`config.mk`:
```
export PLATFORM = sky130hd
export DESIGN_NAME = fp_cmp_flag
export DESIGN_NICKNAME = d
export VERILOG_FILES = /design/src/rtl/fcmp_pkg.sv /design/src/rtl/fcmp_unpack.sv /design/src/rtl/fcmp_relate.sv /design/src/rtl/fcmp_select.sv /design/src/rtl/fcmp_flag_reg.sv /design/src/rtl/fp_cmp_flag.sv
export SDC_FILE = /design/constraint.sdc
export NUM_CORES = 1
export LEC_CHECK = 0
export BUFFER_PORTS_ARGS = -buffer_cell sky130_fd_sc_hd__buf_2
export CAP_MARGIN = 5
export CORE_UTILIZATION = 54
export DETAILED_ROUTE_END_ITERATION = 10
export GPL_ROUTABILITY_DRIVEN = 0
export HOLD_SLACK_MARGIN = 0.1
export PLACE_DENSITY = 0.89
export SETUP_SLACK_MARGIN = 0.05
export SYNTH_ARGS = -nofsm -noshare
export SYNTH_HDL_FRONTEND = slang
export SYNTH_SLANG_ARGS = --single-unit
```
`constraint.sdc`:
```
create_clock -name clk -period 1.71 [get_ports clk]
set_input_delay 0.171 -clock clk [delete_from_list [all_inputs] [get_ports clk]]
set_output_delay 0.171 -clock clk [all_outputs]
set_load 0.01 [all_outputs]
```
`src/rtl/fcmp_pkg.sv`:
```
package fcmp_pkg;
  localparam int WORD_W   = 32;
  localparam int SP_EXP_W = 8;
  localparam int SP_MAN_W = 23;
  localparam int DP_EXP_W = 11;
  localparam int DP_MAN_W = 52;
  localparam int MAG_W    = DP_EXP_W + DP_MAN_W;

  typedef enum logic [2:0] {
    PR_LT  = 3'b000,
    PR_GT  = 3'b001,
    PR_EQ  = 3'b010,
    PR_LE  = 3'b011,
    PR_GE  = 3'b100,
    PR_NE  = 3'b101,
    PR_RS6 = 3'b110,
    PR_RS7 = 3'b111
  } pred_e;

  typedef struct packed {
    logic             nan;
    logic             zero;
    logic             neg;
    logic [MAG_W-1:0] mag;
  } opnd_t;

  typedef struct packed {
    logic unord;
    logic lt;
    logic eq;
    logic gt;
  } rel_t;
endpackage

```
`src/rtl/fcmp_unpack.sv`:
```
module fcmp_unpack
  import fcmp_pkg::*;
(
  input  logic              dbl,
  input  logic [WORD_W-1:0] even_w,
  input  logic [WORD_W-1:0] odd_w,
  output opnd_t             op
);
  localparam int SP_W = 1 + SP_EXP_W + SP_MAN_W;
  localparam int DP_W = 1 + DP_EXP_W + DP_MAN_W;

  logic [DP_W-1:0]     dp_bits;
  logic [SP_W-1:0]     sp_bits;
  logic                sp_nan, dp_nan, sign, mag_zero;
  logic [MAG_W-1:0]    mag;

  assign dp_bits = {even_w, odd_w};
  assign sp_bits = even_w[SP_W-1:0];

  assign sp_nan = (&sp_bits[SP_W-2 -: SP_EXP_W]) && (|sp_bits[SP_MAN_W-1:0]);
  assign dp_nan = (&dp_bits[DP_W-2 -: DP_EXP_W]) && (|dp_bits[DP_MAN_W-1:0]);

  always_comb begin
    if (dbl) begin
      sign = dp_bits[DP_W-1];
      mag  = dp_bits[MAG_W-1:0];
    end else begin
      sign = sp_bits[SP_W-1];
      mag  = {{(MAG_W-SP_W+1){1'b0}}, sp_bits[SP_W-2:0]};
    end
    mag_zero = (mag == '0);
    op.nan   = dbl ? dp_nan : sp_nan;
    op.zero  = mag_zero;
    op.neg   = sign & ~mag_zero;
    op.mag   = mag;
  end
endmodule

```
`src/rtl/fcmp_relate.sv`:
```
module fcmp_relate
  import fcmp_pkg::*;
(
  input  opnd_t a,
  input  opnd_t b,
  output rel_t  rel
);
  logic mag_a_lt, mag_b_lt, mag_same, unord, lt_v, eq_v;

  assign mag_a_lt = (a.mag < b.mag);
  assign mag_b_lt = (b.mag < a.mag);
  assign mag_same = (a.mag == b.mag);
  assign unord    = a.nan | b.nan;

  always_comb begin
    eq_v = (a.neg == b.neg) && mag_same;
    unique case ({a.neg, b.neg})
      2'b10:   lt_v = 1'b1;
      2'b01:   lt_v = 1'b0;
      2'b00:   lt_v = mag_a_lt;
      default: lt_v = mag_b_lt;
    endcase
    rel.unord = unord;
    rel.eq    = ~unord & eq_v;
    rel.lt    = ~unord & lt_v;
    rel.gt    = ~unord & ~eq_v & ~lt_v;
  end
endmodule

```
`src/rtl/fcmp_select.sv`:
```
module fcmp_select
  import fcmp_pkg::*;
(
  input  logic [2:0] pred,
  input  rel_t       rel,
  output logic       hit,
  output logic       code_ok
);
  always_comb begin
    hit     = 1'b0;
    code_ok = 1'b1;
    case (pred_e'(pred))
      PR_LT:   hit = rel.lt;
      PR_GT:   hit = rel.gt;
      PR_EQ:   hit = rel.eq;
      PR_LE:   hit = rel.lt | rel.eq;
      PR_GE:   hit = rel.gt | rel.eq;
      PR_NE:   hit = ~rel.eq;
      default: code_ok = 1'b0;
    endcase
  end
endmodule

```
`src/rtl/fcmp_flag_reg.sv`:
```
module fcmp_flag_reg (
  input  logic clk,
  input  logic rst_n,
  input  logic en,
  input  logic d,
  output logic q
);
  logic q_nxt;

  always_comb begin
    q_nxt = q;
    if (en) q_nxt = d;
  end

  always_ff @(posedge clk or negedge rst_n) begin
    if (!rst_n) q <= 1'b0;
    else        q <= q_nxt;
  end

  AST_FLAG_HOLD: assert property (@(posedge clk) disable iff (!rst_n)
    !en |=> $stable(q));
endmodule

```
`src/rtl/fp_cmp_flag.sv`:
```
module fp_cmp_flag
  import fcmp_pkg::*;
(
  input  logic              clk,
  input  logic              rst_n,
  input  logic              cmp_valid,
  input  logic              dbl_sel,
  input  logic [2:0]        pred,
  input  logic [WORD_W-1:0] a_even,
  input  logic [WORD_W-1:0] a_odd,
  input  logic [WORD_W-1:0] b_even,
  input  logic [WORD_W-1:0] b_odd,
  output logic              flag_q
);
  localparam int N_OPND = 2;

  logic [N_OPND-1:0][WORD_W-1:0] even_v, odd_v;
  opnd_t [N_OPND-1:0]            ops;
  rel_t                          rel;
  logic                          hit, code_ok, wr_en;

  assign even_v = {b_even, a_even};
  assign odd_v  = {b_odd,  a_odd};

  for (genvar g = 0; g < N_OPND; g++) begin : g_unpack
    fcmp_unpack u_unpack (
      .dbl    (dbl_sel),
      .even_w (even_v[g]),
      .odd_w  (odd_v[g]),
      .op     (ops[g])
    );
  end

  fcmp_relate u_relate (
    .a   (ops[0]),
    .b   (ops[1]),
    .rel (rel)
  );

  fcmp_select u_select (
    .pred    (pred),
    .rel     (rel),
    .hit     (hit),
    .code_ok (code_ok)
  );

  assign wr_en = cmp_valid & code_ok;

  fcmp_flag_reg u_flag (
    .clk   (clk),
    .rst_n (rst_n),
    .en    (wr_en),
    .d     (hit),
    .q     (flag_q)
  );

  AST_IDLE_HOLD: assert property (@(posedge clk) disable iff (!rst_n)
    !cmp_valid |=> $stable(flag_q));
  AST_RSVD_HOLD: assert property (@(posedge clk) disable iff (!rst_n)
    (pred[2:1] == 2'b11) |=> $stable(flag_q));
  AST_REL_ONEHOT: assert property (@(posedge clk) disable iff (!rst_n)
    $onehot({rel.unord, rel.lt, rel.eq, rel.gt}));
  AST_ZERO_EQ: assert property (@(posedge clk) disable iff (!rst_n)
    (ops[0].zero && ops[1].zero && !rel.unord) |-> rel.eq);
  AST_NAN_NE: assert property (@(posedge clk) disable iff (!rst_n)
    (cmp_valid && pred == 3'b101 && (ops[0].nan || ops[1].nan)) |=> flag_q);
  AST_NAN_EQ_LOW: assert property (@(posedge clk) disable iff (!rst_n)
    (cmp_valid && pred == 3'b010 && (ops[0].nan || ops[1].nan)) |=> !flag_q);
endmodule

```
==> impl_results.md, run 1 <==
- GRT Total Usage: 81.02%
- Stop stage: global routing
- Cell Area, Placed: 4905 um2
- Synth Cell Area: 3233 um2
- Port bufs: 135
- First Err: [ERROR GRT-0116] Global routing finished with congestion. Check the congestion regions in the DRC Viewer.
- Die Width: 79.38 um
- Dominant synthesized flop cell: dfrtp_1
- Worst slack at placement: -1.559 ns
- Site Rows: 27
- Post-synth ARST share: 100.0%
- GR Overflow Total: 154
- Ports: 136
- Post-synth EDFFs: 0
- Synth warn: 0
- Vias in the first global route: 6748
- Starting density of the core: 57.31%
- Dpl hpwl: 13.94 mm
- Synthesis-stage register bit count: 1
- Outcome: did not finish
- First-pass GRT wire length: 38.12 mm
- Syn_area_per_cell: 7.680 um2
- Post-synth cell types: 57
- Seq/Total Area, Yosys: 0.7740%
- Largest net degree at the start of global routing: 30
- Syn_nets: 622
- Die Y: 79.38 um
- Syn Inst Count: 421
-- metal layers --
layer / track usage [%] / overflow
met5: 8.182 / 0
met4: 94.18 / 48
met3: 57.03 / 2
met2: 104.5 / 103
met1: 77.29 / 1
-- cells in the mapped netlist, drive strengths merged, types with 2 or more instances --
| cell type | number | area, um2 |
|---|---|---|
| a21o | 4 | 30.03 |
| a21oi | 27 | 135.1 |
| a221o | 2 | 20.02 |
| a221oi | 3 | 32.53 |
| a31o | 2 | 17.52 |
| a31oi | 2 | 12.51 |
| and2 | 33 | 211.5 |
| and3 | 3 | 18.77 |
| buf | 7 | 43.79 |
| clkbuf | 7 | 26.28 |
| ha | 66 | 825.8 |
| inv | 9 | 33.79 |
| mux2 | 31 | 356.6 |
| mux2i | 31 | 310.3 |
| nand2 | 47 | 176.4 |
| nand3 | 12 | 60.06 |
| nand4 | 32 | 200.2 |
| nand4b | 3 | 26.28 |
| nor2 | 10 | 45.04 |
| nor2b | 2 | 12.51 |
| nor3 | 7 | 35.03 |
| nor4 | 36 | 225.2 |
| o21ai | 15 | 78.83 |
| o21bai | 2 | 15.01 |
| o221ai | 2 | 23.77 |
| o22a | 2 | 26.28 |
| or2 | 3 | 18.77 |
| or3 | 2 | 12.51 |
| or4 | 4 | 37.53 |
-- metrics by stage --
stage	std cells	util, %	hold slack [ns]
floorplan	421	-	-0.1246
detailed placement	730	86.94	-0.04880
global placement	730	86.94	-0.05039
CTS	741	93.41	0.4854
-- what timing repair did --
| item | 4_1_cts |
|---|---|
| setup endpoints to repair | 1 |
| pin swaps | 21 |
| hold endpoints to repair | 1 |
| resized for setup | 48 |
| gates cloned | 3 |
| setup buffers | 7 |
| hold buffers | 1 |
-- cell families after synthesis --
| family | count (synthesis) | synth area share (%) |
|---|---|---|
| adder cells (fa/ha/maj) | 66 | 25.54 |
| multiplexers | 62 | 20.63 |
| AO/OA/AOI/OAI | 69 | 14.86 |
| XOR/XNOR | 1 | 0.2709 |
| flip-flops | 1 | 0.7739 |
| buffers and inverters | 23 | 3.212 |
| AND/OR/NAND/NOR | 199 | 34.71 |
==> run 2: changes to the inputs <==
--- a/config.mk
+++ b/config.mk
@@ -7,12 +7,10 @@
 export LEC_CHECK = 0
 export BUFFER_PORTS_ARGS = -buffer_cell sky130_fd_sc_hd__buf_2
 export CAP_MARGIN = 5
-export CORE_UTILIZATION = 54
+export CORE_UTILIZATION = 40
 export DETAILED_ROUTE_END_ITERATION = 10
 export GPL_ROUTABILITY_DRIVEN = 0
-export HOLD_SLACK_MARGIN = 0.1
-export PLACE_DENSITY = 0.89
-export SETUP_SLACK_MARGIN = 0.05
+export PLACE_DENSITY_LB_ADDON = 0.15
 export SYNTH_ARGS = -nofsm -noshare
 export SYNTH_HDL_FRONTEND = slang
 export SYNTH_SLANG_ARGS = --single-unit
==> impl_results.md, run 2 <==
- Outcome: finished, violations left (was did not finish)
- Failing checks: negative setup slack
- CP Cell Sequence: buf_12, buf_12, buf_16, buf_12, and2_4, ha_4, a21oi_2, nand2_1, a221o_1, a211o_1, a221oi_2, a21oi_2, o22a_1, o311ai_2
- Post-synth EDFFs: 0 (unchanged)
- Vias in the first global route: 4710
- P_int: 901.4 uW
- Worst slack at placement: -1.491 ns (was -1.559 ns)
- CP max FO: 12
- Port bufs: 135 (unchanged)
- Fin crit share: 175.9%
- RSZ-0062 raised after global routing: yes
- Syn_nets: 622 (unchanged)
- Top cells by area, synth: ha_1 (26%), mux2_2 (10%), mux2i_1 (9.6%) (unchanged)
- Number of flip-flops in the largest register: 1
- Max-cap viol count: 0
- Synth warn: 0 (unchanged)
- Die Y: 91.91 um (was 79.38 um)
- Detailed Route Iter0 Violations: 332
- Post-route design area: 5818 um2
- Die Width: 91.91 um (was 79.38 um)
- Peak supply drop: 0.0002586 V
- Largest net degree at the start of global routing: 22
- Largest regs: u_flag.q x1
- Site Rows: 32 (was 27)
- Relative slew slack: 70.24%
- Slowest cell on crit path: a221o_1
- Crit path time final: 3.008 ns
- Worst Path Buf+Inv: 4
- Worst skew pair latency: 0 ns
- First-pass GRT wire length: 22.94 mm
- Top post-synthesis cells by count: ha_1 (66), nand2_1 (47), nor4_1 (36), nand4_1 (32), mux2i_1 (31) (unchanged)
- Critical path type: primary input to flop
- Cell Area, Placed: 5127 um2 (was 4905 um2)
- CP most frequent cell: buf_12
- CP endpoint kind: flop
- Syn_area_per_cell: 7.680 um2 (unchanged)
- ANT nets after route: 0
- Largest area contributor in the netlist: ha_1 (unchanged)
- CP Data Arrival Time: 2.89 ns
- Final worst setup slack: -1.298 ns
- Post-synth ARST share: 100.0% (unchanged)
- Most flop-heavy register: u_flag.q
- Antenna Cells: 0
- Pleak: 0.002816 uW
- Dpl hpwl: 12.06 mm (was 13.94 mm)
- Routed len/inst: 19.40 um
- R2R depth: 4
- Drt via density: 6.010
- Stages on worst setup path: 14
- Pre-antenna DRT Iters: 5
- Power share of the combinational group: 98.0%
- Post-synth top area share: 25.54% (unchanged)
- Max-slew violations: 0
- Crit start category: primary input
- Final Hold Vio Count: 0
- Count leader, synth: ha_1 (unchanged)
- Most frequent cells in the layout: buf_4 (138), buf_2 (134), ha_1 (49)
- Number of antenna violations at the first check in global routing: 0
- P_sw: 782.1 uW
- WP data required: 1.59 ns
- Synthesis-stage register bit count: 1 (unchanged)
- Dominant synthesized flop cell: dfrtp_1 (unchanged)
- Clock-pin transition on the worst setup and hold timing paths: 0 ns
- Vias post-DR: 4796
- Share of cells above drive strength 1: 57.04%
- Core area: 7767 um2
- Max Clock Skew: 0 ns
- Synth Cell Area: 3233 um2 (unchanged)
- Clock network power share: 0%
- WL final: 15.48 mm
- Syn Inst Count: 421 (unchanged)
- GR Overflow Total: 0
- Starting density of the core: 41.62% (was 57.31%)
- Worst hold path type: primary input to asynchronous set/reset pin
- Final routed DRC violation total: 0
- Post-synth cell types: 57 (unchanged)
- Delay-heaviest family, CP: compound AO/OA/AOI/OAI gates
- Seq/Total Area, Yosys: 0.7740% (unchanged)
- GRT Total Usage: 34.02%
- Area of the die: 8447 um2
- Pwr dens: 289.4 nW/um2
- Sequential power share: 2.0%
- Sw Share: 46.46%
- Fill count: 579
- Area delta synth->final: 79.95%
- Ports: 136 (unchanged)
- FMAX: 0.3325 GHz
- Worst-margin pin slew: 0.4424 ns
- Final Setup Violations: 1
- Max incr delay on CP: 0.37 ns
- Nets: 899
- Commonest non-fill, non-tap cell in the layout: buf_4
run 2: kinds of logic (layout without fill, tap and decap cells):
family                     count (synthesis)  in the layout  share of synthesized area (%)
AOI/OAI and AO/OA                         69             69                          14.86
xor gates and xnor gates                   1              1                         0.2709
adders and majority gates                 66             66                          25.54
buffers and inverters                     23            298                          3.212
DFF                                        1              1                         0.7739
muxes                                     62             62                          20.63
and+or+nand+nor                          199            199                          34.71
run 2: final cells by class:
class	count	area [um2]	share of cell area, %
repair buffers	289	2058	35.38
flip-flops and latches	1	25.02	0.4301
well taps	102	127.6	2.194
multi-input cells	397	3573	61.42
inverters	9	33.78	0.5806
run 2: final timing paths:
path	slack [ns]	from	endpoint
worst max register to register	0.57	u_flag.q	u_flag.q
worst min register to register	0.81	u_flag.q	u_flag.q
worst min-delay path	0.48	rst_n	u_flag.q
worst max-delay path	-1.30	dbl_sel	u_flag.q
max in group asynchronous	1.15	rst_n	u_flag.q
min in group clk	0.63	pred[2]	u_flag.q
run 2: through the flow:
step                TNS [ns]  instances  util (%)  hold slack, ns  total power [uW]
CTS                   -1.258        796     71.10          0.4751              1529
global route          -1.434        798     74.90          0.4967              1800
floorplan             -1.117        421         -         -0.1246             697.2
global placement      -1.384        783     66.01        -0.04736              1347
finish                -1.298        798     74.90          0.4772              1684
detailed placement    -1.491        783     66.01        -0.05209              1388
run 2: metal layers:
layer,routed length [um],vias to the layer above,GRT usage [%],part of all wire (%)
li1,-,2215,-,-
met3,1147,90,2.405,7.4
met2,7263,290,61.19,47
met1,6255,2201,43.00,40
met5,0,-,0,0
met4,818,0,10.16,5.3
run 2: timing repair:
item	in CTS	in global routing
cloned	5	0
pin swaps	30	24
setup endpoints to repair	1	1
hold endpoints to repair	1	0
hold buffers	1	0
resized for setup	35	46
buffers inserted	7	2
run 2: power by group through the flow:
stage                     logic [uW]  clock network, uW  registers, uW
after floorplan                  663                  0           34.3
after CTS                       1500                  0           32.4
final                           1650                  0           33.3
after global placement          1310                  0           33.0
after global routing            1770                  0           33.2
after detailed placement        1360                  0           32.3
No activity file was read; power rests on OpenSTA's default activity.
==> run 3: changes to the inputs <==
==> constraint.sdc (replaced) <==
create_clock -name clk -period 2.9 [get_ports clk]
set_input_delay 0.29 -clock clk [delete_from_list [all_inputs] [get_ports clk]]
set_output_delay 0.29 -clock clk [all_outputs]
set_load 0.005 [all_outputs]
==> impl_results.md, run 3 (synthesized netlist as in run 2, its figures left out) <==
- FMAX: 0.3310 GHz
- GR Overflow Total: 0 (unchanged)
- Delay-heaviest family, CP: simple AND/OR/NAND/NOR gates (was compound AO/OA/AOI/OAI gates)
- Outcome: finished, violations left (unchanged)
- WL final: 13.97 mm (was 15.48 mm)
- RSZ-0062 raised after global routing: yes (unchanged)
- Cell Area, Placed: 4619 um2 (was 5127 um2)
- Max-slew violations: 0 (unchanged)
- Number of antenna violations at the first check in global routing: 0 (unchanged)
- Max-cap viol count: 0 (unchanged)
- CP max FO: 11 (was 12)
- Global Route met3 Usage: 3.400% (was 2.405%)
- Peak supply drop: 0.00009202 V (was 0.0002586 V)
- Worst Path Buf+Inv: 2 (was 4)
- Pwr dens: 167.8 nW/um2 (was 289.4 nW/um2)
- Core area: 7767 um2 (unchanged)
- Ports: 136 (unchanged)
- GRT Total Usage: 30.88% (was 34.02%)
- Clock-pin transition on the worst setup and hold timing paths: 0 ns (about the same)
- Worst-margin pin slew: 0.6791 ns (was 0.4424 ns)
- Nets: 830 (was 899)
- Vias post-DR: 4382 (was 4796)
- Met1 global-route usage: 41.21% (was 43.00%)
- Worst slack at placement: -0.4081 ns (was -1.491 ns)
- Slowest cell on crit path: or4_4 (was a221o_1)
- CP most frequent cell: or4_4 (was buf_12)
- Placed Cells: 717 (was 783)
- Final Hold Vio Count: 0 (unchanged)
- Antenna Cells: 0 (unchanged)
- Fin crit share: 104.2%
- Post-route design area: 5219 um2 (was 5818 um2)
- Detailed Route Iter0 Violations: 244 (was 332)
- Largest regs: u_flag.q x1 (unchanged)
- Vias in the first global route: 4203 (was 4710)
- Worst Setup SP: dbl_sel (unchanged)
- Final Setup Violations: 1 (unchanged)
- Die Width: 91.91 um (unchanged)
- Most flop-heavy register: u_flag.q (unchanged)
- CP Cell Sequence: buf_12, and2_4, or4_4, or4_4, or3_4, o21ai_4, inv_2, ha_4, or2_4, o22a_1, o311ai_1 (was buf_12, buf_12, buf_16, buf_12, and2_4, ha_4, a21oi_2, nand2_1, a221o_1, a211o_1, a221oi_2, a21oi_2, o22a_1, o311ai_2)
- Final Core Density: 67.19% (was 74.90%)
- # hold bufs at CTS: 0 (was 1)
- Area of the die: 8447 um2 (unchanged)
- Final hold slack: 0.06852 ns (was 0.4772 ns)
- Relative slew slack: 54.31% (was 70.24%)
- Max Clock Skew: 0 ns (unchanged)
- Worst skew pair latency: 0 ns (about the same)
- Dpl hpwl: 11.46 mm (was 12.06 mm)
- CP endpoint kind: flop (unchanged)
- Failing checks: negative setup slack (unchanged)
- Global Route met2 Usage: 52.61% (was 61.19%)
- Pleak: 0.002435 uW (was 0.002816 uW)
- Post-Layout Cell Count: 729 (was 798)
- Worst r2r src: u_flag.q (unchanged)
- Largest net degree at the start of global routing: 23 (was 22)
- Commonest non-fill, non-tap cell in the layout: buf_2 (was buf_4)
- Final routed DRC violation total: 0 (unchanged)
- Fill count: 673 (was 579)
- Most frequent cells in the layout: buf_2 (133), buf_4 (69), ha_1 (49) (was buf_4 (138), buf_2 (134), ha_1 (49))
- First-pass GRT wire length: 20.83 mm (was 22.94 mm)
- WP data required: 2.79 ns (was 1.59 ns)
- Routed len/inst: 19.17 um (was 19.40 um)
- Pre-antenna DRT Iters: 5 (unchanged)
- Number of flip-flops in the largest register: 1 (unchanged)
- Critical path type: primary input to flop (unchanged)
- Crit start category: primary input (unchanged)
- Port bufs: 135 (unchanged)
- ANT nets after route: 0 (unchanged)
- Max incr delay on CP: 0.52 ns (was 0.37 ns)
- Gr busiest metal: met2 (unchanged)
- Site Rows: 32 (unchanged)
- Die Y: 91.91 um (unchanged)
- Starting density of the core: 41.62% (unchanged)
- Drt via density: 6.011 (was 6.010)
- Crit path time final: 3.021 ns
- Final worst setup slack: -0.1215 ns (was -1.298 ns)
- Worst hold path type: primary input to asynchronous set/reset pin (unchanged)
- CP Data Arrival Time: 2.91 ns (was 2.89 ns)
- Share of cells above drive strength 1: 51.04% (was 57.04%)
- Area delta synth->final: 61.42% (was 79.95%)
## run 3: layout make-up
class | instances | area, um2 | area share (%)
multi-input combinational | 397 | 3488 | 66.84
timing repair buffer | 220 | 1544 | 29.59
sequential | 1 | 25.02 | 0.4795
inverter | 9 | 33.78 | 0.6473
tap | 102 | 127.6 | 2.445
## run 3: timing repair
action	CTS	global route
setup buffers	1	5
resized for setup	21	49
setup endpoints to repair	1	1
pin swaps	13	32
gates cloned	1	5
## run 3: power by group
part           switching (uW)  internal (uW)
sequential               2.22           17.0
clock                       0              0
combinational             417            439
## run 3: path summary, 6_finish.rpt
kind / end / slack, ns / cells past startpoint
setup reg to reg: u_flag.q / 1.80 / 4
min in group clk: u_flag.q / 0.70 / 4
setup / recovery: u_flag.q / -0.12 / 11
hold / removal: u_flag.q / 0.07 / 1
hold reg to reg: u_flag.q / 0.78 / 3
max in group asynchronous: u_flag.q / 2.74 / 1
## run 3: worst register-to-register path, delay by kind of cell, from the launching register on
| family | cells | cell delay (ns) |
|---|---|---|
| compound gates | 3 | 0.57 |
| flops | 1 | 0.35 |
| simple gates | 1 | 0.07 |
## run 3: metal layers
layer	share of wire, %	up-vias	wire, um
li1	-	2082	-
met1	42	2052	5898
met2	48	215	6641
met3	7.8	33	1084
met4	2.5	0	348
met5	0	-	0
## run 3: stage by stage
step / total power [uW] / TNS [ns]
3_5_place_dp: 741.4 / -0.4081
2_1_floorplan: 410.1 / -0.04586
4_1_cts: 769.9 / -0.2048
3_3_place_gp: 725.8 / -0.3226
6_report: 875.9 / -0.1215
5_1_grt: 947.7 / -0.2002
==> run 4: changes to the inputs <==
--- a/config.mk
+++ b/config.mk
@@ -6,8 +6,8 @@
 export NUM_CORES = 1
 export LEC_CHECK = 0
 export BUFFER_PORTS_ARGS = -buffer_cell sky130_fd_sc_hd__buf_2
-export CAP_MARGIN = 5
 export CORE_UTILIZATION = 40
+export CTS_BUF_LIST = sky130_fd_sc_hd__clkbuf_8 sky130_fd_sc_hd__clkbuf_16
 export DETAILED_ROUTE_END_ITERATION = 10
 export GPL_ROUTABILITY_DRIVEN = 0
 export PLACE_DENSITY_LB_ADDON = 0.15
==> constraint.sdc (replaced) <==
create_clock -name clk -period 3.48 [get_ports clk]
set_input_delay 0.348 -clock clk [delete_from_list [all_inputs] [get_ports clk]]
set_output_delay 0.348 -clock clk [all_outputs]
set_load 0.005 [all_outputs]
==> impl_results.md, run 4 (synthesized netlist as in run 2, its figures left out) <==
- Sequential power share: 2.7% (was 2.2%)
- Largest net degree at the start of global routing: 38 (was 23)
- Detailed Route Iter0 Violations: 313 (was 244)
- Post-route design area: 4268 um2 (was 5219 um2)
- Area of the die: 8447 um2 (unchanged)
- Dpl hpwl: 10.88 mm (was 11.46 mm)
- Drt via density: 6.121 (was 6.011)
- Global Route met2 Usage: 48.82% (was 52.61%)
- Pre-antenna DRT Iters: 5 (unchanged)
- CP Data Arrival Time: 3.25 ns (was 2.91 ns)
- FF/Latch Area: 25.02 um2 (unchanged)
- Clock-pin transition on the worst setup and hold timing paths: 0 ns (about the same)
- Clock network power share: 0% (about the same)
- Worst slack at placement: 0.05515 ns (was -0.4081 ns)
- Relative slew slack: 65.42% (was 54.31%)
- Gr busiest metal: met2 (unchanged)
- Final Setup Violations: 0 (was 1)
- Number of flip-flops in the largest register: 1 (unchanged)
- Nets: 764 (was 830)
- Worst-margin pin slew: 0.5115 ns (was 0.6791 ns)
- Global Route met3 Usage: 3.151% (was 3.400%)
- Fill count: 797 (was 673)
- Final worst setup slack: 0.1266 ns (was -0.1215 ns)
- Antenna Cells: 0 (unchanged)
- CP max FO: 19 (was 11)
- Max Clock Skew: 0 ns (unchanged)
- # hold bufs at CTS: 0 (unchanged)
- Most frequent cells in the layout: buf_2 (134), ha_1 (66), nand2_1 (47) (was buf_2 (133), buf_4 (69), ha_1 (49))
- Area delta synth->final: 32.00% (was 61.42%)
- Fin Setup TNS: 0 ns (was -0.1215 ns)
- Max incr delay on CP: 0.38 ns (was 0.52 ns)
- WL final: 12.51 mm (was 13.97 mm)
- Peak supply drop: 0.00008071 V (was 0.00009202 V)
- Port bufs: 135 (unchanged)
- Crit path time final: 3.353 ns
- Die Width: 91.91 um (unchanged)
- Vias post-DR: 4058 (was 4382)
- WP data required: 3.37 ns (was 2.79 ns)
- Cell Area, Placed: 4111 um2 (was 4619 um2)
- GRT Total Usage: 28.52% (was 30.88%)
- Slowest cell on crit path: mux2_2 (was or4_4)
- Critical path type: primary input to flop (unchanged)
- RSZ-0062 raised after global routing: no (was yes)
- Final routed DRC violation total: 0 (unchanged)
- Vias in the first global route: 3835 (was 4203)
- Area of the multi-input gates: 3156 um2 (was 3488 um2)
- CP endpoint kind: flop (unchanged)
- Number of antenna violations at the first check in global routing: 0 (unchanged)
- Pwr dens: 135.2 nW/um2 (was 167.8 nW/um2)
- FMAX: 0.2982 GHz
- Sw Share: 52.64% (was 47.89%)
- GR Overflow Total: 0 (unchanged)
- Power share of the combinational group: 97.3% (was 97.8%)
- Routed len/inst: 18.87 um (was 19.17 um)
- Starting density of the core: 41.62% (unchanged)
- Commonest non-fill, non-tap cell in the layout: buf_2 (unchanged)
- CP Cell Sequence: buf_6, buf_12, buf_16, mux2_2, nor4_1, nand4_1, or3_1, o21ai_2, inv_2, ha_1, or2_2, o22a_1, o311ai_2 (was buf_12, and2_4, or4_4, or4_4, or3_4, o21ai_4, inv_2, ha_4, or2_4, o22a_1, o311ai_1)
- Final Hold Vio Count: 0 (unchanged)
- Share of cells above drive strength 1: 37.43% (was 51.04%)
- Met1 global-route usage: 38.71% (was 41.21%)
- Worst skew pair latency: 0 ns (about the same)
- Worst Path Buf+Inv: 4 (was 2)
- Largest regs: u_flag.q x1 (unchanged)
- P_sw: 303.7 uW (was 419.4 uW)
- Max-cap viol count: 0 (unchanged)
- Crit start category: primary input (unchanged)
- Site Rows: 32 (unchanged)
- Pleak: 0.002019 uW (was 0.002435 uW)
- ANT nets after route: 0 (unchanged)
- Most flop-heavy register: u_flag.q (unchanged)
- Ports: 136 (unchanged)
- First-pass GRT wire length: 19.19 mm (was 20.83 mm)
- Fin crit share: 96.36%
- Worst hold path type: primary input to asynchronous set/reset pin (unchanged)
- Delay-heaviest family, CP: simple AND/OR/NAND/NOR gates (unchanged)
- Core area: 7767 um2 (unchanged)
- Outcome: finished clean (was finished, violations left)
- Die Y: 91.91 um (unchanged)
- Max-slew violations: 0 (unchanged)
- P_int: 273.3 uW (was 456.5 uW)
-- run 4: cell types whose count changed in the layout (fill, tap and decap cells not counted), sizes merged --
cell	before	now
clkbuf	5	3
buf	214	151
bufbuf	1	0
-- run 4: cell type report --
cell class / instances / share of cell area, %
Multi-Input combinational cell: 397 / 73.94
Tap cell: 102 / 2.990
Sequential cell: 1 / 0.5863
Timing Repair Buffer: 154 / 21.69
Inverter: 9 / 0.7916
-- run 4: power by group through the flow --
stage	logic [uW]	clock network [uW]	registers [uW]
after floorplan	308	0	16.0
after global placement	515	0	16.4
after detailed placement	524	0	15.9
after CTS	527	0	16.0
after global routing	618	0	16.2
final	561	0	15.8
-- run 4: path summary, 6_finish.rpt --
path / startpoint / cells past startpoint / end / slack (ns)
worst min-delay path: rst_n / 1 / u_flag.q / 0.12
worst min register to register: u_flag.q / 3 / u_flag.q / 0.77
max in group asynchronous: rst_n / 1 / u_flag.q / 3.27
worst max-delay path: dbl_sel / 13 / u_flag.q / 0.13
worst max register to register: u_flag.q / 4 / u_flag.q / 2.38
min in group clk: u_flag.q / 3 / u_flag.q / 0.77
-- run 4: what timing repair did --
action                                  in CTS  in global routing
endpoints found under the setup margin       0                  1
buffers inserted                             0                  2
gates resized for setup                      0                 13
endpoints found under the hold margin        0                  0
-- run 4: layer usage --
layer	up-vias	routed length, um
met5	-	0
met4	0	256
met3	22	1032
met2	201	5737
met1	1876	5485
li1	1959	-
-- run 4: through the flow --
| stage | hold WS (ns) | std cells | util [%] | total power, uW |
|---|---|---|---|---|
| after global placement | 0.1276 | 658 | 52.93 | 531.7 |
| after floorplan | 0.05241 | 421 | - | 323.7 |
| final | 0.1225 | 663 | 54.95 | 577.0 |
| after global routing | 0.1252 | 663 | 54.95 | 634.5 |
| after detailed placement | 0.1239 | 658 | 52.93 | 540.3 |
| after CTS | 0.1239 | 658 | 52.93 | 542.9 |
